===== config.mk =====
export PLATFORM = sky130hd
export DESIGN_NAME = irq_flag_ctrl
export DESIGN_NICKNAME = d
export VERILOG_FILES = /design/src/rtl/irq_ctrl_pkg.sv /design/src/rtl/irq_edge_qual.sv /design/src/rtl/irq_reg_file.sv /design/src/rtl/irq_prio_enc.sv /design/src/rtl/irq_flag_ctrl.sv
export SDC_FILE = /design/constraint.sdc
export NUM_CORES = 1
export LEC_CHECK = 0
export ABC_AREA = 1
export BUFFER_PORTS_ARGS = -buffer_cell sky130_fd_sc_hd__buf_2
export CAP_MARGIN = 25
export CORE_ASPECT_RATIO = 1.75
export CORE_MARGIN = 2
export CORE_UTILIZATION = 40
export CTS_CLUSTER_SIZE = 24
export DETAILED_ROUTE_END_ITERATION = 8
export GPL_TIMING_DRIVEN = 0
export PLACE_DENSITY = 0.67
export RECOVER_POWER = 100
export SLEW_MARGIN = 5
export SYNTH_ARGS = -nofsm -noshare
export SYNTH_HDL_FRONTEND = slang
export SYNTH_SLANG_ARGS = --single-unit

===== constraint.sdc =====
create_clock -name clk -period 3 [get_ports clk]
set_input_delay 0.6 -clock clk [delete_from_list [all_inputs] [get_ports clk]]
set_output_delay 0.6 -clock clk [all_outputs]
set_load 0.005 [all_outputs]

===== src/rtl/irq_ctrl_pkg.sv =====
package irq_ctrl_pkg;

   // Lines served by one byte register: flags in the upper half, masks in the lower.
   localparam int unsigned LINES_PER_REG = 4;

   typedef enum logic {
      WIN_STROBES = 1'b0,
      WIN_REGS    = 1'b1
   } win_mode_e;

   // Bit set on every line index below wake_cnt
   function automatic logic [63:0] low_lines_mask(input int unsigned wake_cnt);
      logic [63:0] m;
      m = '0;
      for (int i = 0; i < 64; i++) begin
         if (i < int'(wake_cnt)) m[i] = 1'b1;
      end
      return m;
   endfunction

endpackage


===== src/rtl/irq_edge_qual.sv =====
module irq_edge_qual #(
   parameter int unsigned SYNC_STAGES = 2,
   parameter int unsigned HOLD        = 2
) (
   input  logic clk,
   input  logic rst_n,
   input  logic line_i,
   output logic fall_o,
   output logic low_o
);
   localparam int unsigned HIST_W = 2 * HOLD;
   localparam logic [HIST_W-1:0] FALL_PAT = {{HOLD{1'b1}}, {HOLD{1'b0}}};

   if (SYNC_STAGES < 2) begin : g_bad_sync
      $error("irq_edge_qual: SYNC_STAGES must be at least 2");
   end
   if (HOLD < 1) begin : g_bad_hold
      $error("irq_edge_qual: HOLD must be at least 1");
   end

   logic [SYNC_STAGES-1:0] sync_q;
   logic [HIST_W-1:0]      hist_q;
   logic                   level;

   assign level = sync_q[SYNC_STAGES-1];

   always_ff @(posedge clk or negedge rst_n) begin
      if (!rst_n) begin
         sync_q <= '0;
         hist_q <= '0;
      end else begin
         sync_q <= {sync_q[SYNC_STAGES-2:0], line_i};
         hist_q <= {hist_q[HIST_W-2:0], level};
      end
   end

   // Oldest samples high, newest samples low: one clean falling edge
   assign fall_o = (hist_q == FALL_PAT);
   assign low_o  = ~level;

endmodule


===== src/rtl/irq_reg_file.sv =====
module irq_reg_file #(
   parameter int unsigned N      = 16,
   parameter int unsigned DATA_W = 8,
   localparam int unsigned L     = DATA_W / 2,
   localparam int unsigned REGS  = N / L,
   localparam int unsigned AW    = $clog2(REGS),
   localparam int unsigned IW    = $clog2(N)
) (
   input  logic              clk,
   input  logic              rst_n,
   input  logic              we_i,
   input  logic [AW-1:0]     addr_i,
   input  logic [DATA_W-1:0] wdata_i,
   input  logic [N-1:0]      set_i,
   input  logic              ack_i,
   input  logic [IW-1:0]     ack_idx_i,
   output logic [N-1:0]      flags_o,
   output logic [N-1:0]      masks_o,
   output logic [DATA_W-1:0] rdata_o
);
   logic [N-1:0] flags_q, masks_q;
   logic [N-1:0] clr_vec, ack_vec, mask_nxt;

   always_comb begin
      clr_vec  = '0;
      mask_nxt = masks_q;
      if (we_i) begin
         clr_vec[addr_i*L +: L]  = wdata_i[DATA_W-1:L];
         mask_nxt[addr_i*L +: L] = wdata_i[L-1:0];
      end
      ack_vec = ack_i ? (N'(1) << ack_idx_i) : '0;
   end

   always_ff @(posedge clk or negedge rst_n) begin
      if (!rst_n) begin
         flags_q <= '0;
         masks_q <= '0;
      end else begin
         // a new event outranks any clear in the same cycle
         flags_q <= (flags_q & ~(clr_vec | ack_vec)) | set_i;
         masks_q <= mask_nxt;
      end
   end

   assign rdata_o = {flags_q[addr_i*L +: L], masks_q[addr_i*L +: L]};
   assign flags_o = flags_q;
   assign masks_o = masks_q;

endmodule


===== src/rtl/irq_prio_enc.sv =====
module irq_prio_enc #(
   parameter int unsigned N  = 16,
   localparam int unsigned IW = $clog2(N)
) (
   input  logic [N-1:0]  pend_i,
   output logic          req_o,
   output logic [IW-1:0] idx_o
);
   always_comb begin
      idx_o = '0;
      for (int i = N - 1; i >= 0; i--) begin
         if (pend_i[i]) idx_o = IW'(i);
      end
   end
   assign req_o = |pend_i;

endmodule


===== src/rtl/irq_flag_ctrl.sv =====
module irq_flag_ctrl
   import irq_ctrl_pkg::*;
#(
   parameter int unsigned NUM_LINES   = 16,
   parameter int unsigned DATA_W      = 8,
   parameter int unsigned SYNC_STAGES = 2,
   parameter int unsigned HOLD        = 2,
   parameter int unsigned WAKE_LINES  = 4,
   localparam int unsigned REGS       = NUM_LINES / (DATA_W / 2),
   localparam int unsigned AW         = $clog2(REGS),
   localparam int unsigned IW         = $clog2(NUM_LINES)
) (
   input  logic                 clk,
   input  logic                 rst_n,
   input  logic [NUM_LINES-1:0] irq_line_i,
   input  logic                 gie_i,
   input  logic                 deep_sleep_i,
   input  logic                 map_regs_i,
   input  logic                 io_sel_i,
   input  logic [AW-1:0]        io_addr_i,
   input  logic                 io_wr_i,
   input  logic                 io_rd_i,
   input  logic [DATA_W-1:0]    io_wdata_i,
   output logic [DATA_W-1:0]    io_rdata_o,
   output logic [REGS-1:0]      ext_sel_o,
   input  logic                 ack_i,
   input  logic [IW-1:0]        ack_idx_i,
   output logic                 irq_req_o,
   output logic [IW-1:0]        irq_idx_o
);
   localparam logic [63:0]          WAKE_ALL  = low_lines_mask(WAKE_LINES);
   localparam logic [NUM_LINES-1:0] WAKE_MASK = WAKE_ALL[NUM_LINES-1:0];

   if (DATA_W != 2 * LINES_PER_REG) begin : g_bad_width
      $error("irq_flag_ctrl: DATA_W must hold one nibble of flags and one of masks");
   end
   if (NUM_LINES % LINES_PER_REG != 0 || REGS < 2) begin : g_bad_lines
      $error("irq_flag_ctrl: NUM_LINES must be a multiple of the register width and span two registers");
   end
   if (WAKE_LINES > NUM_LINES || NUM_LINES > 64) begin : g_bad_wake
      $error("irq_flag_ctrl: WAKE_LINES or NUM_LINES out of range");
   end

   win_mode_e             win_mode;
   logic [NUM_LINES-1:0]  fall_vec, low_vec, set_vec;
   logic [NUM_LINES-1:0]  flags_q, masks_q;
   logic [DATA_W-1:0]     reg_rdata;
   logic                  reg_we;

   assign win_mode = win_mode_e'(map_regs_i);

   for (genvar g = 0; g < NUM_LINES; g++) begin : g_line
      irq_edge_qual #(
         .SYNC_STAGES(SYNC_STAGES),
         .HOLD       (HOLD)
      ) u_qual (
         .clk   (clk),
         .rst_n (rst_n),
         .line_i(irq_line_i[g]),
         .fall_o(fall_vec[g]),
         .low_o (low_vec[g])
      );
   end

   // level sensing only on wake lines and only in deep sleep
   assign set_vec = fall_vec | (low_vec & WAKE_MASK & {NUM_LINES{deep_sleep_i}});

   assign reg_we = (win_mode == WIN_REGS) && io_sel_i && io_wr_i;

   irq_reg_file #(
      .N     (NUM_LINES),
      .DATA_W(DATA_W)
   ) u_regs (
      .clk      (clk),
      .rst_n    (rst_n),
      .we_i     (reg_we),
      .addr_i   (io_addr_i),
      .wdata_i  (io_wdata_i),
      .set_i    (set_vec),
      .ack_i    (ack_i),
      .ack_idx_i(ack_idx_i),
      .flags_o  (flags_q),
      .masks_o  (masks_q),
      .rdata_o  (reg_rdata)
   );

   assign io_rdata_o = ((win_mode == WIN_REGS) && io_sel_i && io_rd_i) ? reg_rdata : '0;
   assign ext_sel_o  = ((win_mode == WIN_STROBES) && io_sel_i) ? (REGS'(1) << io_addr_i) : '0;

   irq_prio_enc #(
      .N(NUM_LINES)
   ) u_prio (
      .pend_i(flags_q & masks_q & {NUM_LINES{gie_i}}),
      .req_o (irq_req_o),
      .idx_o (irq_idx_o)
   );

endmodule


## After elaboration in Yosys (flattened, before gate mapping)

Cells that the tools add are included.
Widths: inputs -> output; s select.

| cells by class | value |
|---|---|
| add/subtract/negate cells | 1 |
| equality and inequality tests | 16 |
| shifts and indexed selects | 7 |
| multiplexer cells | 21 |
| bitwise gates (word level) | 14 |
| reductions and logical operators | 5 |

Operators with widths:

| cell | count |
|---|---|
| $mux 4 | 17 |
| $shiftx 4x34->16 | 2 |
| $and 16x16->16 | 4 |
| $eq 4x4->1 const B | 16 |
| $or 16x16->16 | 3 |
| $neg 4->34 | 1 |
| $shift 4x34->16 const A | 1 |
| $mux 16 | 2 |
| $shiftx 16x5->4 | 2 |
| $and 4x16->16 | 1 |
| $bwmux 16 | 1 |
| $not 16->16 | 1 |
| $reduce_or 16->1 | 1 |
| $shl 1x4->16 const A | 1 |
| $mux 8 | 1 |
| $not 1->1 | 5 |
| $logic_and 1x1->1 | 4 |
| $shl 1x2->4 const A | 1 |

| word-level totals | value |
|---|---|
| bits in registers | 128 |
| bits of input ports | 39 |
| logic and storage cells | 98 |

## Longest topological paths before layout

| logic depth | value |
|---|---|
| word-level depth | 18 |
| mapped depth | 17 |
| gate-level depth less buffers | 16 |

## Hierarchy

Synthesis repeated with hierarchy kept, for this count alone.

| second synthesis, totals | value |
|---|---|
| cells, all modules | 579 |
| area, all modules | 5176.2 um2 |

By module, submodules not included:

| module | instances | cells an instance | area an instance (um2) |
|---|---|---|---|
| irq_edge_qual | 16 | 12 | 175.2 |
| irq_reg_file | 1 | 268 | 1865.5 |
| irq_flag_ctrl | 1 | 70 | 299.0 |
| irq_prio_enc | 1 | 49 | 209.0 |

## Worst setup path before layout

OpenSTA, ideal clock, no wires.

| timing | value |
|---|---|
| path type | input -> output |
| start point | input port io_addr_i[0] |
| end point | output port ext_sel_o[0] |
| arrival time | 1.814 ns |
| path slack | 0.586 ns |
| stages on the path | 7 |
| path buffers | 3 |
| path through | buf_2 inv_1 clkbuf_1 ha_1 buf_2 inv_1 nor2_1 |

| between the ends | value |
|---|---|
| longest elaborated chain between the ends | 2 |

Ends and longest elaborated chain:

| element | line | RTL |
|---|---|---|
| from (decl) | irq_flag_ctrl.sv:20 | `input logic [AW-1:0] io_addr_i,` |
| $shl 1x2->4 | irq_flag_ctrl.sv:88 | `assign ext_sel_o = ((win_mode == WIN_STROBES) && io_sel_i) ? (REGS'(1) << io_addr_i) : '0;` |
| $mux 4 | irq_flag_ctrl.sv:88 |  |
| to (decl) | irq_flag_ctrl.sv:25 | `output logic [REGS-1:0] ext_sel_o,` |

No other way between the ends.

## Worst setup path after layout

| timing | value |
|---|---|
| start point | input port io_addr_i[0] |
| end point | register u_regs.flags_q[0] (netlist: u_regs.flags_o[0]) |

| between the ends | value |
|---|---|
| longest elaborated chain between the ends | 8 |

Ends and longest elaborated chain:

| element | line | RTL |
|---|---|---|
| $neg 4->34 * | irq_reg_file.sv:28 | `clr_vec[addr_i*L +: L] = wdata_i[DATA_W-1:L];` |
| $shiftx 4x34->16 or $shift 4x34->16 (tied branches) | irq_reg_file.sv:28 |  |
| $and 16x16->16 (no source line) * | - |  |
| $mux 16 * | irq_reg_file.sv:27 | `if (we_i) begin` |
| $or 16x16->16 * | irq_reg_file.sv:40 | `flags_q <= (flags_q & ~(clr_vec \| ack_vec)) \| set_i;` |
| $not 16->16 * | irq_reg_file.sv:40 |  |
| $and 16x16->16 * | irq_reg_file.sv:40 |  |
| $or 16x16->16 * | irq_reg_file.sv:40 |  |
| to (signal assigned) | irq_reg_file.sv:40 |  |
| to (decl) | irq_reg_file.sv:21 | `logic [N-1:0] flags_q, masks_q;` |

Every way passes the cells marked *; elsewhere a longest branch is shown, timed or not.
A chain may end at the register's enable or synchronous reset.

==> flow_metrics.tcl <==
set metrics [dict create \
    run_status "finished, violations left" \
    violations "max-capacitance violations, max-slew violations" \
    synth_mux_area_frac 0 \
    syn_to_final_growth_pct 21.6 \
    yosys.area_share.simple 0.136 \
    gp_congestion 0.922 \
    drcViolationCount 0 \
    synth_xor_area_frac 0 \
    fin_util 0.498 \
    cts_made_buffers 17 \
    cts_root_buffer "clkbuf_16" \
    critPathMaxFanout 18 \
    diodes 0 \
    hold_path.class "in -> reg" \
    vias 3330 \
    stdcell_area_um2 5730 \
    required_ns 3.28 \
    max_slew_margin -0.355 \
    path_cells "buf_2, buf_2, inv_1, ha_1, buf_2, inv_1, nor4_2, a22oi_1, nand2_1, o211ai_1" \
    drive_above_1_share 0.175 \
    synth_edf_count 0 \
    ctsHoldBuffers 0 \
    dr.first_iter.drc_count 318 \
    synth_compound_area_frac 0.118 \
    ctsLongestPathBuffers 2 \
    worstMarginPinSlew_ns 2.03 \
    ys.flop_type "dfrtp_1" \
    clockPowerShare 0.470 \
    clkSinkCount 128 \
    crit_arrival_ns 3.12 \
    grt-ovfl-total 0 \
    path_class "in -> reg" \
    finalCritPeriodShare 0.945 \
    grt_max_degree 91 \
    die_w_um 86.1 \
    maxCapViolations 1 \
    crit_buf_inv 5 \
    synth_area_um2 4710 \
    p_seq_frac 0.443 \
    async_flop_share 1.00 \
    cpMostUsedCell "buf_2" \
    seq_area_um2 3200 \
    synth_nets 463 \
    final_common_cell "dfrtp_1" \
    dpl_cell_area_um2 5190 \
    drv_slew 40 \
    ys_types 32 \
    die_y_um 148 \
    multi_input_area_um2 1270 \
    port_buffers 54 \
    fin_nets 536 \
    swShare 0.260 \
    htreeDepth 4 \
    final_cell_mix "dfrtp_1, nand2_1, inv_1" \
    cts_tree "done" \
    avgSynthCellArea_um2 11.3 \
    syn_inst 417 \
    vias_per_cell 5.22 \
    clock_latency_ns 0.41 \
    p_int_mw 3.24 \
    drtAntennaViolNets 0 \
    drt-wirelength-per-cell_um 17.9 \
    ys_seq_elements 128 \
    grtUsageTotal 0.192 \
    fin_skew_ns 0.00698 \
    endpoint_kind "register" \
    setup_violations 0 \
    fin_hold_ws_ns 0.294 \
    fillCellCount 1036 \
    cts.clk_slew.worst_paths_ns 0.06 \
    slowest_stage "nor4_2" \
    rows 52 \
    antenna_found_initial 0 \
    hpwl_um 8490 \
    start_util 0.409 \
    yosys_warnings 0 \
    synth_top_family_by_area "simple AND/OR/NAND/NOR gates" \
    grt_pass1_wl_um 17700 \
    critPathTopFamily "buffers and inverters" \
    p_total_mw 4.38 \
    ys_seq_area_frac 0.679 \
    rsz0062_at_grt "no" \
    grt_pass1_vias 3384 \
    clock.fmax_mhz 353 \
    power_density_nw_per_um2 765 \
    vdd_ir_drop_max_mv 0.519 \
    leakage_nw 2.71 \
    dieArea_um2 12700 \
    min_period_ns 2.84 \
    ios 56 \
    p_switching_mw 1.14 \
    combPwrFrac 0.087 \
    coreArea_um2 11500 \
    first_pass_iters 5 \
    post_cts_buffers 0 \
    cp_slowest_stage_delay_ns 0.75 \
    routed_wirelength_um 11400 \
    finalHoldViolations 0 \
    yosys.area_share.adder 0.0186 \
    start_kind "input pin" \
]
## area by class of cell
type / count / share of cell area
sequential: 128 / 0.559
multi-input combinational: 234 / 0.221
clock buffer: 17 / 0.0742
timing repair buffer: 55 / 0.0467
clock inverter: 15 / 0.0303
tap: 135 / 0.0295
inverter: 44 / 0.0288
buffer: 10 / 0.0103
## flip-flops by register name, summed over array words and instances (netlist names)
signal                flops
u_regs.masks_o           16
g_line.u_qual.hist_q     64
u_regs.flags_o           16
g_line.u_qual.sync_q     32
## path summary, 6_finish.rpt
path	slack, ns	start	to	cells after the start
worst max-delay path	0.16	io_addr_i[0]	u_regs.flags_o[0]	10
worst min-delay path	0.29	irq_line_i[9]	g_line[9].u_qual.sync_q[0]	1
min in group asynchronous	0.76	rst_n	g_line[1].u_qual.sync_q[0]	1
worst min register to register	0.34	g_line[0].u_qual.sync_q[0]	g_line[0].u_qual.sync_q[1]	0
worst max register to register	2.07	u_regs.flags_o[15]	u_regs.flags_o[15]	3
max in group asynchronous	0.62	rst_n	g_line[11].u_qual.sync_q[1]	2
## worst register-to-register path, cell delays in order (launching register included)
cell	delay [ns]
dfrtp_1	0.35
inv_1	0.19
a21oi_1	0.07
a32o_1	0.21
## metrics by stage
| step | setup TNS [ns] | std cells | setup WS [ns] |
|---|---|---|---|
| 2_1_floorplan | 0 | 417 | 0.586 |
| 3_3_place_gp | -20.69 | 606 | -0.170 |
| 5_1_grt | 0 | 638 | 0.0667 |
| 6_report | 0 | 638 | 0.164 |
| 4_1_cts | 0 | 638 | 0.205 |
| 3_5_place_dp | -1.18 | 607 | -0.194 |
## layer usage
layer  vias to the layer above  track usage  wire, µm  part of all wire
met4                         0        0.127       592             0.052
met1                      1608        0.204      4290              0.38
met3                        29       0.0430       519             0.045
li1                       1567            -         -                 -
met2                       126        0.332      6040              0.53
met5                         -            0         0                 0
## synthesized netlist by cell type (2+ instances only)
master    count  share of area
o32ai_1       5         0.0093
nor4_1        2         0.0027
nand2_1      55          0.044
nor2_1       30          0.024
o31ai_1       6         0.0096
nor3_1        8         0.0085
nand4_1      10          0.013
a21oi_1      25          0.027
a22oi_1       4         0.0064
buf_1         2         0.0016
clkbuf_1      3         0.0024
inv_1        43          0.034
nand3_1      29          0.031
dfrtp_1     128           0.68
ha_1          7          0.019
a32o_1        5          0.011
buf_2         4         0.0042
o21ai_0      26          0.028
o211ai_1     12          0.019
## power groups by stage
stage | combinational (mW) | sequential (mW) | clock, mW
2_1_floorplan | 0.229 | 1.93 | 0
3_3_place_gp | 0.380 | 1.97 | 0
4_1_cts | 0.394 | 1.94 | 2.11
6_report | 0.382 | 1.94 | 2.06
3_5_place_dp | 0.392 | 1.97 | 0
5_1_grt | 0.429 | 1.96 | 2.19
## cells by family (layout without fill, tap and decap cells)
| family | Yosys count | in the layout |
|---|---|---|
| and+or+nand+nor | 139 | 139 |
| DFF | 128 | 128 |
| AOI/OAI and AO/OA | 88 | 88 |
| buffers and inverters | 55 | 141 |
| adders and majority gates | 7 | 7 |
## repair_timing
action	4_1_cts	5_1_grt
hold endpoints to repair	0	0
endpoints found under the setup margin	1	0
gates resized for setup	0	0
(Power assumes the default switching activity.)
